## src/rtl/onewire_rom_pkg.sv

```systemverilog
package onewire_rom_pkg;

  typedef enum logic [1:0] {
    ST_IDLE,
    ST_CMD,
    ST_MATCH,
    ST_SEARCH
  } rom_state_e;

  typedef enum logic [1:0] {
    PH_TRUE,
    PH_COMP,
    PH_READ
  } srch_phase_e;

endpackage

```

## src/rtl/onewire_rom_cmd_rx.sv

```systemverilog
module onewire_rom_cmd_rx #(
  parameter int W = 8
) (
  input  logic         clk_i,
  input  logic         rst_ni,
  input  logic         clr_i,
  input  logic         shift_i,
  input  logic         bit_i,
  output logic         done_o,
  output logic [W-1:0] byte_o
);
  localparam int CW = $clog2(W);

  logic [CW-1:0] cnt_q;
  logic [W-2:0]  sr_q;

  // lsb arrives first, so shift right
  assign byte_o = {bit_i, sr_q};
  assign done_o = shift_i && (cnt_q == CW'(W - 1));

  always_ff @(posedge clk_i or negedge rst_ni) begin
    if (!rst_ni) begin
      cnt_q <= '0;
      sr_q  <= '0;
    end else if (clr_i) begin
      cnt_q <= '0;
    end else if (shift_i) begin
      sr_q  <= byte_o[W-1:1];
      cnt_q <= done_o ? '0 : cnt_q + 1'b1;
    end
  end
endmodule

```

## src/rtl/onewire_rom_bit_ctr.sv

```systemverilog
module onewire_rom_bit_ctr
  import onewire_rom_pkg::*;
#(
  parameter int N  = 64,
  localparam int IW = $clog2(N)
) (
  input  logic          clk_i,
  input  logic          rst_ni,
  input  logic          clr_i,
  input  logic          adv_i,
  input  logic          triple_i,
  output logic [IW-1:0] idx_o,
  output srch_phase_e   phase_o,
  output logic          last_o
);
  logic [IW-1:0] idx_q;
  srch_phase_e   ph_q;
  logic          step;

  // in triple mode the index moves only after the read phase
  assign step    = adv_i && (!triple_i || ph_q == PH_READ);
  assign idx_o   = idx_q;
  assign phase_o = ph_q;
  assign last_o  = (idx_q == IW'(N - 1));

  always_ff @(posedge clk_i or negedge rst_ni) begin
    if (!rst_ni) begin
      idx_q <= '0;
      ph_q  <= PH_TRUE;
    end else if (clr_i) begin
      idx_q <= '0;
      ph_q  <= PH_TRUE;
    end else if (adv_i) begin
      if (step) idx_q <= idx_q + 1'b1;
      if (triple_i) begin
        unique case (ph_q)
          PH_TRUE: ph_q <= PH_COMP;
          PH_COMP: ph_q <= PH_READ;
          default: ph_q <= PH_TRUE;
        endcase
      end
    end
  end
endmodule

```

## src/rtl/onewire_rom_id_sel.sv

```systemverilog
module onewire_rom_id_sel #(
  parameter int          N  = 64,
  parameter logic [N-1:0] ID = '0,
  localparam int IW = $clog2(N)
) (
  input  logic [IW-1:0] idx_i,
  output logic          bit_o
);
  logic [N-1:0] id_vec;

  for (genvar g = 0; g < N; g++) begin : g_id
    assign id_vec[g] = ID[g];
  end

  assign bit_o = id_vec[idx_i];
endmodule

```

## src/rtl/onewire_rom_ctl.sv

```systemverilog
module onewire_rom_ctl
  import onewire_rom_pkg::*;
#(
  parameter int              ID_BITS    = 64,
  parameter int              CMD_BITS   = 8,
  parameter logic [ID_BITS-1:0] DEV_ID  = 64'hC400_0002_84D9_A21D,
  parameter logic [CMD_BITS-1:0] CMD_MATCH  = 8'h55,
  parameter logic [CMD_BITS-1:0] CMD_SEARCH = 8'hF0
) (
  input  logic clk_i,
  input  logic rst_ni,
  input  logic bus_reset_i,
  input  logic slot_i,
  input  logic line_i,
  output logic tx_en_o,
  output logic tx_bit_o,
  output logic selected_o,
  output logic idle_o
);
  localparam int IW = $clog2(ID_BITS);

  rom_state_e          st_q, st_n;
  logic                matched_q, matched_n;
  logic                slot_ok;
  logic                cmd_done;
  logic [CMD_BITS-1:0] cmd_byte;
  logic [IW-1:0]       bit_idx;
  srch_phase_e         phase;
  logic                last_bit;
  logic                id_bit;

  // bus reset outranks a slot strobe in the same cycle
  assign slot_ok = slot_i && !bus_reset_i;

  onewire_rom_cmd_rx #(.W(CMD_BITS)) u_cmd_rx (
    .clk_i  (clk_i),
    .rst_ni (rst_ni),
    .clr_i  (bus_reset_i),
    .shift_i(slot_ok && st_q == ST_CMD),
    .bit_i  (line_i),
    .done_o (cmd_done),
    .byte_o (cmd_byte)
  );

  onewire_rom_bit_ctr #(.N(ID_BITS)) u_bit_ctr (
    .clk_i   (clk_i),
    .rst_ni  (rst_ni),
    .clr_i   (bus_reset_i || st_q == ST_CMD),
    .adv_i   (slot_ok && (st_q == ST_MATCH || st_q == ST_SEARCH)),
    .triple_i(st_q == ST_SEARCH),
    .idx_o   (bit_idx),
    .phase_o (phase),
    .last_o  (last_bit)
  );

  onewire_rom_id_sel #(.N(ID_BITS), .ID(DEV_ID)) u_id_sel (
    .idx_i(bit_idx),
    .bit_o(id_bit)
  );

  always_comb begin
    st_n      = st_q;
    matched_n = matched_q;
    if (bus_reset_i) begin
      st_n      = ST_CMD;
      matched_n = 1'b0;
    end else if (slot_i) begin
      unique case (st_q)
        ST_CMD: begin
          if (cmd_done) begin
            matched_n = 1'b0;
            if (cmd_byte == CMD_MATCH)       st_n = ST_MATCH;
            else if (cmd_byte == CMD_SEARCH) st_n = ST_SEARCH;
            else                             st_n = ST_IDLE;
          end
        end
        ST_MATCH: begin
          if (line_i != id_bit) begin
            st_n = ST_IDLE;
          end else if (last_bit) begin
            st_n      = ST_CMD;
            matched_n = 1'b1;
          end
        end
        ST_SEARCH: begin
          if (phase == PH_READ && (line_i != id_bit || last_bit)) st_n = ST_IDLE;
        end
        default: st_n = st_q;
      endcase
    end
  end

  always_ff @(posedge clk_i or negedge rst_ni) begin
    if (!rst_ni) begin
      st_q      <= ST_IDLE;
      matched_q <= 1'b0;
    end else begin
      st_q      <= st_n;
      matched_q <= matched_n;
    end
  end

  assign idle_o     = (st_q == ST_IDLE);
  assign selected_o = matched_q && (st_q == ST_CMD);
  assign tx_en_o    = (st_q == ST_SEARCH) && (phase != PH_READ);
  assign tx_bit_o   = (phase == PH_TRUE) ? id_bit : !id_bit;
endmodule

```

## config.mk

```make
export PLATFORM = sky130hd
export DESIGN_NAME = onewire_rom_ctl
export DESIGN_NICKNAME = d
export VERILOG_FILES = /design/src/rtl/onewire_rom_pkg.sv /design/src/rtl/onewire_rom_cmd_rx.sv /design/src/rtl/onewire_rom_bit_ctr.sv /design/src/rtl/onewire_rom_id_sel.sv /design/src/rtl/onewire_rom_ctl.sv
export SDC_FILE = /design/constraint.sdc
export NUM_CORES = 1
export LEC_CHECK = 0
export ABC_AREA = 1
export CAP_MARGIN = 40
export CORE_UTILIZATION = 47
export CTS_CLUSTER_DIAMETER = 30
export DETAILED_ROUTE_END_ITERATION = 6
export DONT_BUFFER_PORTS = 1
export PLACE_DENSITY = 0.62
export SLEW_MARGIN = 40
export SYNTH_ARGS = -nofsm -noshare
export SYNTH_HDL_FRONTEND = slang
export SYNTH_SLANG_ARGS = --single-unit
```

## constraint.sdc

```tcl
create_clock -name clk_i -period 4.9 [get_ports clk_i]
set_input_delay 0.98 -clock clk_i [delete_from_list [all_inputs] [get_ports clk_i]]
set_output_delay 0.98 -clock clk_i [all_outputs]
set_load 0.005 [all_outputs]
```

## Word level (Yosys, flattened, before mapping)

Memories as Yosys holds them, arrays and structs flattened.
Index checks and enable logic that the tools add are counted.

- Bits in registers: 21
- Bits in read-only memories: 64
- Output and inout port bits: 4
- Bits in latches: 0
- Logic and storage cells: 83
- Memory bits (writable): 0
- Memories kept: 1
- Input port bits: 5

Memories:

| name | depth | width | read ports | clocked after memory_dff | wr ports | RTL line | text |
|---|---|---|---|---|---|---|---|
| (no name shown) | 64 | 1 | 1 | 0 | 0 | onewire_rom_id_sel.sv:15 | `assign bit_o = id_vec[idx_i];` |

- Shifts and indexed selects: 0
- Reductions and logical operators: 29
- Mux-type cells: 27
- Equal/unequal tests: 16
- Add/sub/neg operators: 2
- $mul: 0
- Div/mod/pow operators: 0
- Order comparisons: 1
- Bitwise operators: 1

Operator list:

| operator | count |
|---|---|
| $mux 2 | 11 |
| $mux 6 | 3 |
| $reduce_and 5->1 | 2 |
| $reduce_bool 2->1 | 5 |
| $mux 3 | 3 |
| $ne 3x3->1 const B | 3 |
| $eq 8x7->1 const B | 1 |
| $eq 8x8->1 const B | 1 |
| $logic_and 1x1->1 | 8 |
| $lt 6x7->1 const B | 1 |
| $mux 1 | 7 |
| $add 6x1->6 const B | 1 |
| $eq 2x2->1 const B | 3 |
| $eq 6x6->1 const B | 1 |
| $pmux 2 s3 | 1 |
| $reduce_and 2->1 | 3 |
| $eq 2x1->1 const B | 2 |
| $logic_not 2->1 | 2 |
| $logic_or 1x1->1 | 4 |
| $ne 4x3->1 const B | 1 |
| $pmux 2 s2 | 1 |
| $reduce_bool 4->1 | 1 |
| $add 3x1->3 const B | 1 |
| $eq 3x3->1 const B | 1 |
| 7 further kinds | 9 |

## Longest topological paths before layout

- Depth after elaboration: 9
- Depth in mapped cells: 16
- Mapped depth without buffers: 16

## Modules after synthesis

A second synthesis with hierarchy kept.

- Cell total of the unflattened synthesis: 226
- Area, all modules: 1468.9 um^2

Modules (own cells, without submodules):

| module | cells an instance | area each (um^2) | times used | sequential area each (um^2) |
|---|---|---|---|---|
| onewire_rom_bit_ctr | 63 | 457.9 | 1 | 200.2 |
| onewire_rom_cmd_rx | 53 | 440.4 | 1 | 250.2 |
| onewire_rom_ctl | 74 | 385.4 | 1 | 75.1 |
| onewire_rom_id_sel | 36 | 185.2 | 1 | 0.0 |

## Worst setup path after synthesis

Ideal clock, no wire load.

- Path kind: register to output
- Start: reg u_bit_ctr.idx_q[0], in the netlist u_bit_ctr.idx_o[0]
- End: out tx_bit_o
- Data required time: 3.920 ns
- Data arrival time: 1.335 ns
- Stages on the path, launching flop included: 9
- Path slack: 2.585 ns
- Cells stage by stage: dfrtp_1 > inv_1 > ha_1 > nand2_1 > nand3_1 > nand3_2 > nand3_2 > nand2_2 > xor2_1

- Word-level cells in the longest chain between the ends: 4

Ends and longest elaborated chain:

| what | RTL line | text |
|---|---|---|
| start, declared | onewire_rom_bit_ctr.sv:16 | `logic [IW-1:0] idx_q;` |
| start signal, assigned | onewire_rom_bit_ctr.sv:34 | `if (step) idx_q <= idx_q + 1'b1;` |
| $mem_v2 64x1 * | - |  |
| $mux 1 (implied by the code) * | onewire_rom_id_sel.sv:15 |  |
| $logic_not 1->1 | onewire_rom_ctl.sv:106 | `assign tx_bit_o = (phase == PH_TRUE) ? id_bit : !id_bit;` |
| $mux 1 * | onewire_rom_ctl.sv:106 |  |
| end, declared | onewire_rom_ctl.sv:16 | `output logic tx_bit_o,` |

Every way passes the cells marked *; elsewhere a longest branch is shown, timed or not. The select of a mux whose other input is x is not followed.

## Final worst setup path

Same ends and word-level chain as after synthesis.

==> results by group <==
Clock network
  • CTS buffer count: 3
  • Post-CTS Setup Bufs: 0
  • CTS tree: done
  • Max H-tree Level: 1
  • Clock Tree Root: clkbuf_4
  • Clock sink total: 21
  • Clock-pin transition on the worst setup and hold timing paths: 0.12 ns
  • CTS-repair resized insts: 0
  • Longest Clk Path Bufs: 2
  • Worst skew pair latency: 0.30 ns
  • Post-CTS Hold Fix Bufs: 0

Yosys
  • Mapped Nets: about 190
  • Yosys warns: 0
  • Synthesized area: 1330 um^2
  • Number of synthesized register bits: 21
  • Avg Inst Size Synth: about 7.5 um^2
  • Mapped Cells: approximately 180
  • Synth unique cells: 27
  • Sequential fraction of the synthesis area: 39.5%

Critical path
  • RR Endpoint: st_q[1]
  • CP endpoint kind: output port
  • Max FO, Critical Path: 9
  • Worst r2r src: u_bit_ctr.idx_o[0]
  • Setup slack, reg-to-reg: 3.07 ns
  • Length in cells of the worst reg-to-reg path: 14
  • Critical path type: register to output port
  • Req. time, crit path: 3.92 ns
  • Critical Path Start Type: register
  • Worst Path Arrival: 1.81 ns

Cells and area
  • Fraction of layout cells with a size suffix above 1: 14.4%
  • Area growth syn-to-layout: 3.58%
  • Final Cell Area: 1380 um^2
  • Nets: 192
  • Final Non-Filler Cells: between 200 and 250
  • Fill cells: around 260
  • Diode count: 0

Drt
  • Avg WL per Cell: between 10 and 15 um
  • Post-Route WL: 2430 um
  • DRC violation count after routing: 0
  • Remaining antenna violation count after routing: 0
  • Met1 Routed Length: 1240 um
  • Met3 wire length: 69 um
  • Drt pass-1 iters: 4
  • Via count: 1108
  • DR top layer: met4
  • Average vias per placed instance: about 5.3
  • Met2 wire len: between 1000 and 1500 um
  • Initial DRC Count: 18

Place
  • RD Place Congestion: 0.834
  • Dpl cells: 206
  • IO buf count: 0
  • Pre-CTS setup slack: 2.46 ns
  • Hpwl dp: 1910 um
  • Placed Area: 1350 um^2

STA
  • Unrepaired setup endpoints after global routing: false
  • Setup Skew: 0.00213 ns
  • Final Hold Fails: 0
  • Final setup fails: 0
  • Rel. slew slack: 67.3%
  • Final Cycle Share: 56.9%
  • Setup TNS: 0 ns
  • Fin crit period: 2.79 ns
  • Slew @ Worst Pin: 0.487 ns
  • Slew Viols, Final: 0
  • Final WS setup: 2.11 ns
  • Max frequency: 359 MHz

Global routing
  • Vias in the first global route: ~1000
  • First-pass GRT wire length: between 4000 and 5000 um
  • Largest net degree at the start of global routing: 22
  • GR Util All Layers: 19.9%
  • GR Overflow Total: 0
  • Initial antenna violation count: 0

Pwr
  • Pwr Density: between 200 and 300 nW/um^2
  • VDD IR max: approximately 0.15 mV
  • Leak pwr: 0.636 nW
  • Pwr Total: 0.390 mW

Job
  • Number of max-cap violations: 0

Floorplanning
  • Die width: approximately 55 um
  • Core Region: ~2600 um^2
  • Initial core utilization: 51.8%
  • Die Area: between 3000 and 4000 um^2
  • # rows: 18
  • # IOs: 9
  • Die height: 55.2 um

Hold path
  • Worst Hold Class: input port to async pin

Outcome
  • Outcome: finished clean
[registers in the layout (all words and copies together), names as in the netlist]
register / count
matched_q: 1
st_q: 2
u_bit_ctr.idx_o: 6
u_bit_ctr.phase_o: 2
u_cmd_rx.cnt_q: 3
u_cmd_rx.sr_q: 7
[Yosys cell counts]
library cell	n	area, um^2
buf_6	1	11.3
nor2_4	2	22.5
mux2i_1	1	10.0
nor2_1	15	56.3
a21oi_1	3	15.0
nand2_1	47	176
o21ai_0	9	45.0
nand4_1	2	12.5
inv_1	19	71.3
dfrtp_1	21	526
nor4_1	3	18.8
nand3_2	3	30.0
nor2_2	1	6.26
nand2_2	6	37.5
nand3_1	14	70.1
a22oi_1	1	7.51
a21oi_2	1	8.76
o21ai_1	7	35.0
nor3_1	3	15.0
nand4_2	1	12.5
inv_2	7	26.3
buf_2	1	5.00
a31oi_1	1	6.26
ha_1	6	75.1
inv_6	1	8.76
nand2_4	1	11.3
xor2_1	1	8.76
[layout by cell type, fill, tap and decap left out]
| master | Yosys | layout |
|---|---|---|
| mux2i_1 | 1 | 1 |
| inv_6 | 1 | 1 |
| nand2_2 | 6 | 6 |
| nor2_1 | 15 | 15 |
| nand2_4 | 1 | 1 |
| inv_2 | 7 | 7 |
| nand4_2 | 1 | 1 |
| clkbuf_4 | 0 | 3 |
| nand4_1 | 2 | 2 |
| nor4_1 | 3 | 3 |
| o21ai_1 | 7 | 7 |
| nor3_1 | 3 | 3 |
| a21oi_2 | 1 | 1 |
| clkbuf_1 | 0 | 1 |
| a21oi_1 | 3 | 3 |
| inv_1 | 19 | 19 |
| dfrtp_1 | 21 | 21 |
| nor2_2 | 1 | 1 |
| nand3_1 | 14 | 14 |
| xor2_1 | 1 | 1 |
| a22oi_1 | 1 | 1 |
| nand2_1 | 47 | 47 |
| nand3_2 | 3 | 3 |
| ha_1 | 6 | 6 |
| o21ai_0 | 9 | 9 |
| a31oi_1 | 1 | 1 |
| nor2_4 | 2 | 2 |
[critical path: stages (launching register included)]
cell and delay [ns]:
dfrtp_1 0.52, inv_1 0.08, ha_1 0.31, nand2_1 0.07, nand3_1 0.09, nand3_2 0.08, nand3_2 0.07, nand2_2 0.09
xor2_1 0.20
[report_power, final]
| part | switching, mW | internal [mW] | leakage, nW |
|---|---|---|---|
| Clock | 0.0533 | 0.0317 | 0.0150 |
| Sequential | 0.0224 | 0.204 | 0.284 |
| Combinational | 0.0511 | 0.0278 | 0.337 |
| Total | 0.127 | 0.263 | 0.636 |
[metal layers]
| layer | global-route usage [%] | vias to the layer above |
|---|---|---|
| met1 | 26.8 | 510 |
| met2 | 33.1 | 19 |
| met5 | 0 | - |
| li1 | - | 575 |
| met3 | 2.46 | 4 |
| met4 | 6.25 | 0 |
[worst max-delay path by stage]
stage	endpoint	depth (start not counted)	startpoint	slack (ns)
final	tx_bit_o	8	u_bit_ctr.idx_o[0]	2.11
after floorplan	tx_bit_o	8	u_bit_ctr.idx_o[0]	2.58
after global routing	tx_bit_o	8	u_bit_ctr.idx_o[0]	1.93
after detailed placement	tx_bit_o	8	u_bit_ctr.idx_o[0]	2.46
after CTS	tx_bit_o	8	u_bit_ctr.idx_o[0]	2.09
after global placement	tx_bit_o	8	u_bit_ctr.idx_o[0]	2.49
[per-stage QoR]
stage	util (%)	hold WS, ns
final	53.6	0.352
after CTS	53.6	0.340
after global placement	52.6	0.473
after detailed placement	52.6	0.481
after global routing	53.6	0.326
after floorplan	-	0.457
[logic make-up (layout without fill, tap and decap cells)]
| family | count (synthesis) | in the layout | synth area share (%) |
|---|---|---|---|
| AND/OR/NAND/NOR | 98 | 98 | 35.3 |
| buffers and inverters | 29 | 31 | 9.23 |
| XOR/XNOR | 1 | 1 | 0.659 |
| flip-flops | 21 | 21 | 39.5 |
| adder cells (fa/ha/maj) | 6 | 6 | 5.65 |
| multiplexers | 1 | 1 | 0.753 |
| AO/OA/AOI/OAI | 22 | 22 | 8.85 |
[area by class of cell]
type,count,area (um^2),share of cell area (%)
multi-input cells,128,681,49.5
clock buffers,4,26.3,1.91
well taps,30,37.5,2.73
flip-flops and latches,21,526,38.2
inverters,27,106,7.73
Power figures use the tool's default switching activity.
